==> src/rtl/pix_demux_pkg.sv <==
package pix_demux_pkg;
   typedef enum logic {
      SLOT_A = 1'b0,
      SLOT_B = 1'b1
   } slot_e;

   typedef struct packed {
      logic dual;
      logic pair;
   } mode_t;
endpackage

==> src/rtl/pdm_slot_ctrl.sv <==
module pdm_slot_ctrl
   import pix_demux_pkg::*;
#(
   parameter bit RST_DUAL = 1'b1,
   parameter bit RST_PAIR = 1'b1
) (
   input  logic  clk,
   input  logic  rst_n,
   input  logic  pix_vld,
   input  logic  dual_en,
   input  logic  pair_mode,
   output slot_e slot_now,
   output logic  mode_chg
);
   mode_t mode_q;
   mode_t mode_in;
   slot_e slot_q;

   assign mode_in  = '{dual: dual_en, pair: pair_mode};
   assign mode_chg = (mode_in != mode_q);
   assign slot_now = mode_chg ? SLOT_A : slot_q;

   always_ff @(posedge clk) begin
      if (!rst_n) begin
         mode_q <= '{dual: RST_DUAL, pair: RST_PAIR};
         slot_q <= SLOT_A;
      end else begin
         mode_q <= mode_in;
         if (dual_en && pix_vld)
            slot_q <= (slot_now == SLOT_A) ? SLOT_B : SLOT_A;
         else if (mode_chg || !dual_en)
            slot_q <= SLOT_A;
      end
   end

   // a mode change always restarts the sequence at slot A
   p_restart_r6: assert property (@(posedge clk) disable iff (!rst_n)
      (mode_chg && dual_en && pix_vld) |=> (slot_q == SLOT_B));
endmodule

==> src/rtl/pdm_pair_hold.sv <==
module pdm_pair_hold #(
   parameter int CH_W = 8,
   parameter int NCH  = 3,
   localparam int PIX_W = CH_W * NCH
) (
   input  logic             clk,
   input  logic             rst_n,
   input  logic             load,
   input  logic [PIX_W-1:0] pix_in,
   output logic [PIX_W-1:0] held_q
);
   for (genvar c = 0; c < NCH; c++) begin : g_ch
      logic [CH_W-1:0] ch_q;
      always_ff @(posedge clk) begin
         if (!rst_n)
            ch_q <= '0;
         else if (load)
            ch_q <= pix_in[c*CH_W +: CH_W];
      end
      assign held_q[c*CH_W +: CH_W] = ch_q;
   end

   // the held pixel only changes when a first-of-pair is loaded
   p_hold_stable_r4: assert property (@(posedge clk) disable iff (!rst_n)
      !load |=> $stable(held_q));
endmodule

==> src/rtl/pix_port_demux.sv <==
module pix_port_demux
   import pix_demux_pkg::*;
#(
   parameter int CH_W     = 8,
   parameter int NCH      = 3,
   parameter bit RST_DUAL = 1'b1,
   parameter bit RST_PAIR = 1'b1,
   localparam int PIX_W   = CH_W * NCH
) (
   input  logic             clk,
   input  logic             rst_n,
   input  logic             pix_vld,
   input  logic [PIX_W-1:0] pix_data,
   input  logic             dual_en,
   input  logic             pair_mode,
   output logic [PIX_W-1:0] porta_q,
   output logic [PIX_W-1:0] portb_q,
   output logic             portb_oe,
   output logic             dclk_stb
);
   if (CH_W < 1) begin : g_bad_width
      $error("pix_port_demux: CH_W must be at least 1");
   end
   if (NCH < 1) begin : g_bad_count
      $error("pix_port_demux: NCH must be at least 1");
   end

   slot_e            slot_now;
   logic             mode_chg;
   logic [PIX_W-1:0] held_q;
   logic             take_a;
   logic             take_b;
   logic             pair_ld;
   logic             pair_fire;

   pdm_slot_ctrl #(
      .RST_DUAL (RST_DUAL),
      .RST_PAIR (RST_PAIR)
   ) slot_i (
      .clk       (clk),
      .rst_n     (rst_n),
      .pix_vld   (pix_vld),
      .dual_en   (dual_en),
      .pair_mode (pair_mode),
      .slot_now  (slot_now),
      .mode_chg  (mode_chg)
   );

   pdm_pair_hold #(
      .CH_W (CH_W),
      .NCH  (NCH)
   ) hold_i (
      .clk    (clk),
      .rst_n  (rst_n),
      .load   (pair_ld),
      .pix_in (pix_data),
      .held_q (held_q)
   );

   always_comb begin
      take_a    = pix_vld && (!dual_en || (!pair_mode && slot_now == SLOT_A));
      take_b    = pix_vld && dual_en && !pair_mode && (slot_now == SLOT_B);
      pair_ld   = pix_vld && dual_en && pair_mode && (slot_now == SLOT_A);
      pair_fire = pix_vld && dual_en && pair_mode && (slot_now == SLOT_B);
   end

   always_ff @(posedge clk) begin
      if (!rst_n) begin
         porta_q  <= '0;
         portb_q  <= '0;
         portb_oe <= RST_DUAL;
         dclk_stb <= 1'b0;
      end else begin
         portb_oe <= dual_en;
         dclk_stb <= take_a || take_b || pair_fire;
         if (take_a)
            porta_q <= pix_data;
         else if (pair_fire)
            porta_q <= held_q;
         if (take_b || pair_fire)
            portb_q <= pix_data;
      end
   end

   // output-enable tracks the two-port mode one cycle later
   p_oe_follow_r2: assert property (@(posedge clk) disable iff (!rst_n)
      1'b1 |=> (portb_oe == $past(dual_en)));
   // port B frozen in single-port mode
   p_b_frozen_r2: assert property (@(posedge clk) disable iff (!rst_n)
      !dual_en |=> $stable(portb_q));
   // no strobe and no port change without a valid pixel
   p_idle_r7: assert property (@(posedge clk) disable iff (!rst_n)
      !pix_vld |=> (!dclk_stb && $stable(porta_q) && $stable(portb_q)));
   // single-port pixel lands on port A with a strobe
   p_single_r1: assert property (@(posedge clk) disable iff (!rst_n)
      (!dual_en && pix_vld) |=> (dclk_stb && porta_q == $past(pix_data)));
   // first of a pair produces no strobe
   p_pair_first_r4: assert property (@(posedge clk) disable iff (!rst_n)
      (dual_en && pair_mode && pix_vld && slot_now == SLOT_A) |=> !dclk_stb);
   // second of a pair updates port B and strobes
   p_pair_second_r4: assert property (@(posedge clk) disable iff (!rst_n)
      (dual_en && pair_mode && pix_vld && slot_now == SLOT_B)
      |=> (dclk_stb && portb_q == $past(pix_data)));
endmodule

==> config.mk <==
export PLATFORM = sky130hd
export DESIGN_NAME = pix_port_demux
export DESIGN_NICKNAME = d
export VERILOG_FILES = /design/src/rtl/pix_demux_pkg.sv /design/src/rtl/pdm_slot_ctrl.sv /design/src/rtl/pdm_pair_hold.sv /design/src/rtl/pix_port_demux.sv
export SDC_FILE = /design/constraint.sdc
export NUM_CORES = 1
export LEC_CHECK = 0
export BUFFER_PORTS_ARGS = -buffer_cell sky130_fd_sc_hd__buf_2
export CORE_UTILIZATION = 57
export CTS_CLUSTER_SIZE = 14
export DETAILED_ROUTE_END_ITERATION = 8
export PLACE_DENSITY = 0.91
export SKIP_CTS_REPAIR_TIMING = 1
export SYNTH_ARGS = -nofsm -noshare
export SYNTH_HDL_FRONTEND = slang
export SYNTH_SLANG_ARGS = --single-unit
==> constraint.sdc <==
create_clock -name clk -period 2.9 [get_ports clk]
set_input_delay 0 -clock clk [delete_from_list [all_inputs] [get_ports clk]]
set_output_delay 0 -clock clk [all_outputs]
set_load 0.05 [all_outputs]
Word level (Yosys, flattened, before mapping)
Index checks and enable logic that the tools add are counted.
Cells by class
  equal/unequal tests: 1
  mux-type cells: 6
  bitwise gates (word level): 1
  reductions and logical operators: 17
Operator list (count)
  $mux 24: 2
  $logic_and 1x1->1: 8
  $logic_or 1x1->1: 5
  $mux 1: 4
  $reduce_bool 2->1: 2
  $logic_not 1->1: 2
  $ne 2x2->1: 1
  $not 1->1: 1
Storage, ports and cells
  register bits: 76
  input bits: 29

Longest topological paths before layout
  depth in word-level cells: 8
  gate-level depth with buffers: 6
  mapped depth without buffers: 3

Modules after synthesis
From an unflattened synthesis, not the netlist that was laid out.
Second synthesis, totals
  cells, all modules: 376
  area total of the unflattened synthesis: 3384.5 µm²
By module, submodules not included
  pix_port_demux: instances 1, cells an instance 284, area an instance 2327.2 µm², sequential area each 1001.0 µm²
  pdm_pair_hold: instances 1, cells an instance 77, area an instance 929.6 µm², sequential area each 480.5 µm²
  pdm_slot_ctrl: instances 1, cells an instance 15, area an instance 127.6 µm², sequential area each 60.1 µm²

Least setup slack after synthesis
No wires, ideal clock.
  path kind: flip-flop to flip-flop
  start point: reg, netlist name portb_oe
  end point: reg portb_q[10]
  arrival: 1.656 ns
  required time: 2.828 ns
  slack: 1.172 ns
  stages on the path, launching flop included: 5
  clock period less this slack: 1.728 ns
  cells stage by stage: dfxtp_1 -> nand2_1 -> nor3_4 -> buf_4 -> mux2i_1
RTL lines
  end signal: assignment: line pix_port_demux.sv:81  | portb_q <= pix_data;
  end: declaration: line pix_port_demux.sv:17  | output logic [PIX_W-1:0] portb_q,

==> run_results.csv <==
group,metric,value,unit
status,status,"complete, no violations",
setup_path,crit_path_end_kind,"flip-flop",
cts,clockBufferDepth,2,
yosys,seq_area_frac_synth,46.3,%
yosys,synth_cell_type_count,27,
worst_hold_path,min_path_cells,3,
placed_design,dp_hpwl,4740,um
worst_hold_path,hold_end,"dclk_stb",
yosys,synth_ff_type,"dfxtp_1",
yosys,synth_area,0.00328,mm2
yosys,synth-async-reset-ratio,0,%
yosys,synthCells,377,
yosys,synth_edf_count,0,
placed_design,place_area,0.00362,mm2
yosys,ys_warn_count,0,
cts,clk_latency,0.34,ns
setup_path,path_delay_family,"simple AND/OR/NAND/NOR gates",
cts,cts_made_buffers,9,
placed_design,pre_cts_ws,0.875,ns
sta,fin_skew,0.00309,ns
cts,cts_tree,"yes",
pwr,p_leak,0.00159,uW
placed_design,io_buffer_count,78,
setup_path,path_cells,"and4b_1 -> buf_4 -> or2_1 -> a31oi_1",
cts,clock-sinks,76,
floorplanning,chipHeight,77.9,um
floorplanning,ios,79,
cts,path_clk_slew,0.07,ns
yosys,yosys.area_share.xor_xnor,0.267,%
setup_path,cp-start-kind,"flip-flop",
yosys,ys_ff_latch,76,
sta,finalHoldViolCount,0,
layout,fillCellCount,400,
floorplanning,fp.dieW,77.9,um
worst_hold_path,min_from,"rst_n",
layout,drive_above_1_share,22.2,%
floorplanning,rows,27,
drt,first_iter_violations,342,
floorplanning,dieArea,0.00607,mm2
sta,fin_crit,2.07,ns
yosys,synthSimpleGateAreaFrac,15.5,%
yosys,syn_area_per_cell,8.71,um2
setup_path,r2r_cells,4,
layout,ff_latch_area,0.00152,mm2
sta,setup_viol,0,
layout,antenna_cells,0,
drt,wire_per_inst,15.3,um
layout,nNetsFinal,489,
floorplanning,core_area,0.00554,mm2
placed_design,place.gp.congestion,0.803,
worst_hold_path,hp-class,"input port to flip-flop",
layout,area_delta_synth_final,23.6,%
sta,fmax,0.483,GHz
sta,worst_slew_pin_slew,0.941,ns
global_routing,grt_pass1_wl,12400,um
setup_path,path_max_fanout,26,
setup_path,r2r-start,"portb_oe",
drt,vias_per_cell,5.84,
sta,drv_slew,0,
drt,ant_nets,0,
setup_path,crit_required,3.07,ns
global_routing,grt_pass1_vias,2718,
setup_path,r2r_end,"porta_q[23]",
yosys,synthMuxAreaShare,7.31,%
sta,fin_ws,0.828,ns
setup_path,cp_slowest_cell,"or2_1",
sta,setup_tns,0,ns
yosys,synth_top_family_by_area,"compound AO/OA/AOI/OAI gates",
sta,min_period_over_period,71.4,%
setup_path,ff2ff_setup_slack,0.83,ns
cts,htree_num_levels,3,
setup_path,crit_start,"portb_oe",
floorplanning,initial_utilization,59.3,%
yosys,synth_compound_area_share,24.1,%
yosys,synth-adder-area-share,0,%
cts,cts_root_buf,"clkbuf_8",
setup_path,arrival,2.24,ns
pwr,power_density,529,mW/mm2
setup_path,crit_type,"flip-flop to flip-flop",
global_routing,grt_usage,26.0,%
yosys,synth_fp_nets,406,
global_routing,grt_max_degree,60,
sta,slew_headroom,37.3,%
drt,drc_errors,0,
global_routing,grt_overflow,0,
global_routing,antenna_found_initial,0,
pwr,ir_drop,0.000285,V
setup_path,crit_buf_inv,1,
drt,drt_pre_antenna_iters,5,
sta,rsz0062_at_grt,"false",
drt,vias,3134,
setup_path,cp.depth,4,
layout,multiInputGateArea,0.00156,mm2
setup_path,max_stage_delay,0.78,ns
drt,wl,8230,um
flow_run,drv_cap,0,
layout,final_cell_area,0.00406,mm2
where the power goes:
group / total (uW) / internal [uW] / switching (uW)
clock: 697 / 333 / 363
combinational: 344 / 107 / 236
sequential: 1110 / 1090 / 22.5
total: 2150 / 1530 / 622
worst register-to-register path: cells and delay by family (launching register included):
family	cells	cell delay [ns]
flip-flops	1	0.41
AND/OR/NAND/NOR	2	0.99
AO/OA/AOI/OAI	1	0.20
buffers and inverters	1	0.30
cell families (layout without fill, tap and decap cells):
kind of cell	count (synthesis)	in the layout
buf+inv	42	130
compound gates	124	124
mux	24	24
simple gates	110	110
xor+xnor	1	1
flops	76	76
placed cells by master (no fill, tap or decap), types with 3 or more instances in the layout:
cell | netlist | layout
buf_4 | 2 | 8
nand3_1 | 50 | 49
dlygate4sd3_1 | 0 | 28
o21ai_0 | 46 | 46
o31ai_1 | 24 | 24
dfxtp_1 | 76 | 76
nand2_1 | 51 | 51
clkbuf_1 | 26 | 4
a21boi_0 | 23 | 23
o21ai_1 | 3 | 3
mux2i_1 | 24 | 24
clkbuf_8 | 0 | 10
buf_2 | 8 | 78
a31oi_1 | 22 | 22
how the worst max path moves through the flow:
stage | endpoint | slack, ns
floorplan | portb_q[10] | 1.17
global placement | porta_q[2] | 0.97
CTS | porta_q[23] | 0.85
finish | porta_q[23] | 0.83
global route | porta_q[23] | 0.74
detailed placement | porta_q[23] | 0.88
flip-flops by register name, indices dropped and copies added, names as in the netlist:
signal	flops
portb_q	24
dclk_stb	1
portb_oe	1
slot_i.slot_q	1
hold_i.g_ch.ch_q	24
porta_q	24
slot_i.mode_q	1
cells in the mapped netlist (all sizes together) (2+ instances only):
cell type	instances	area, um2
nand3	50	250
buf	15	111
nand2	51	191
a21boi	24	180
and3	2	12.5
o31ai	24	180
a31oi	24	163
clkbuf	27	103
mux2i	24	240
dfxtp	76	1520
o21ai	49	245
nand2b	2	12.5
stage by stage:
stage	hold slack, ns	util, %	total power [uW]	std cells
after floorplan	0.101	-	1360	377
after global placement	0.257	65.3	1430	493
after detailed placement	0.267	65.3	1440	493
after CTS	-0.0882	68.2	2120	509
after global routing	0.225	73.3	2220	537
final	0.218	73.3	2150	537
final cells by class:
cell class,instances,share of cell area [%]
clock inverter,2,0.247
clock buffer,14,3.76
timing repair buffer,114,18.0
multi-input combinational,259,38.3
sequential,76,37.5
tap,72,2.22
routing by layer:
metal	routed length [um]	track usage [%]	part of all wire, %
met1	3500	33.2	43
met2	4100	42.1	50
met3	454	3.53	5.5
met4	177	14.8	2.2
met5	0	0	0
Note: power is estimated with default switching activity, not from simulation.
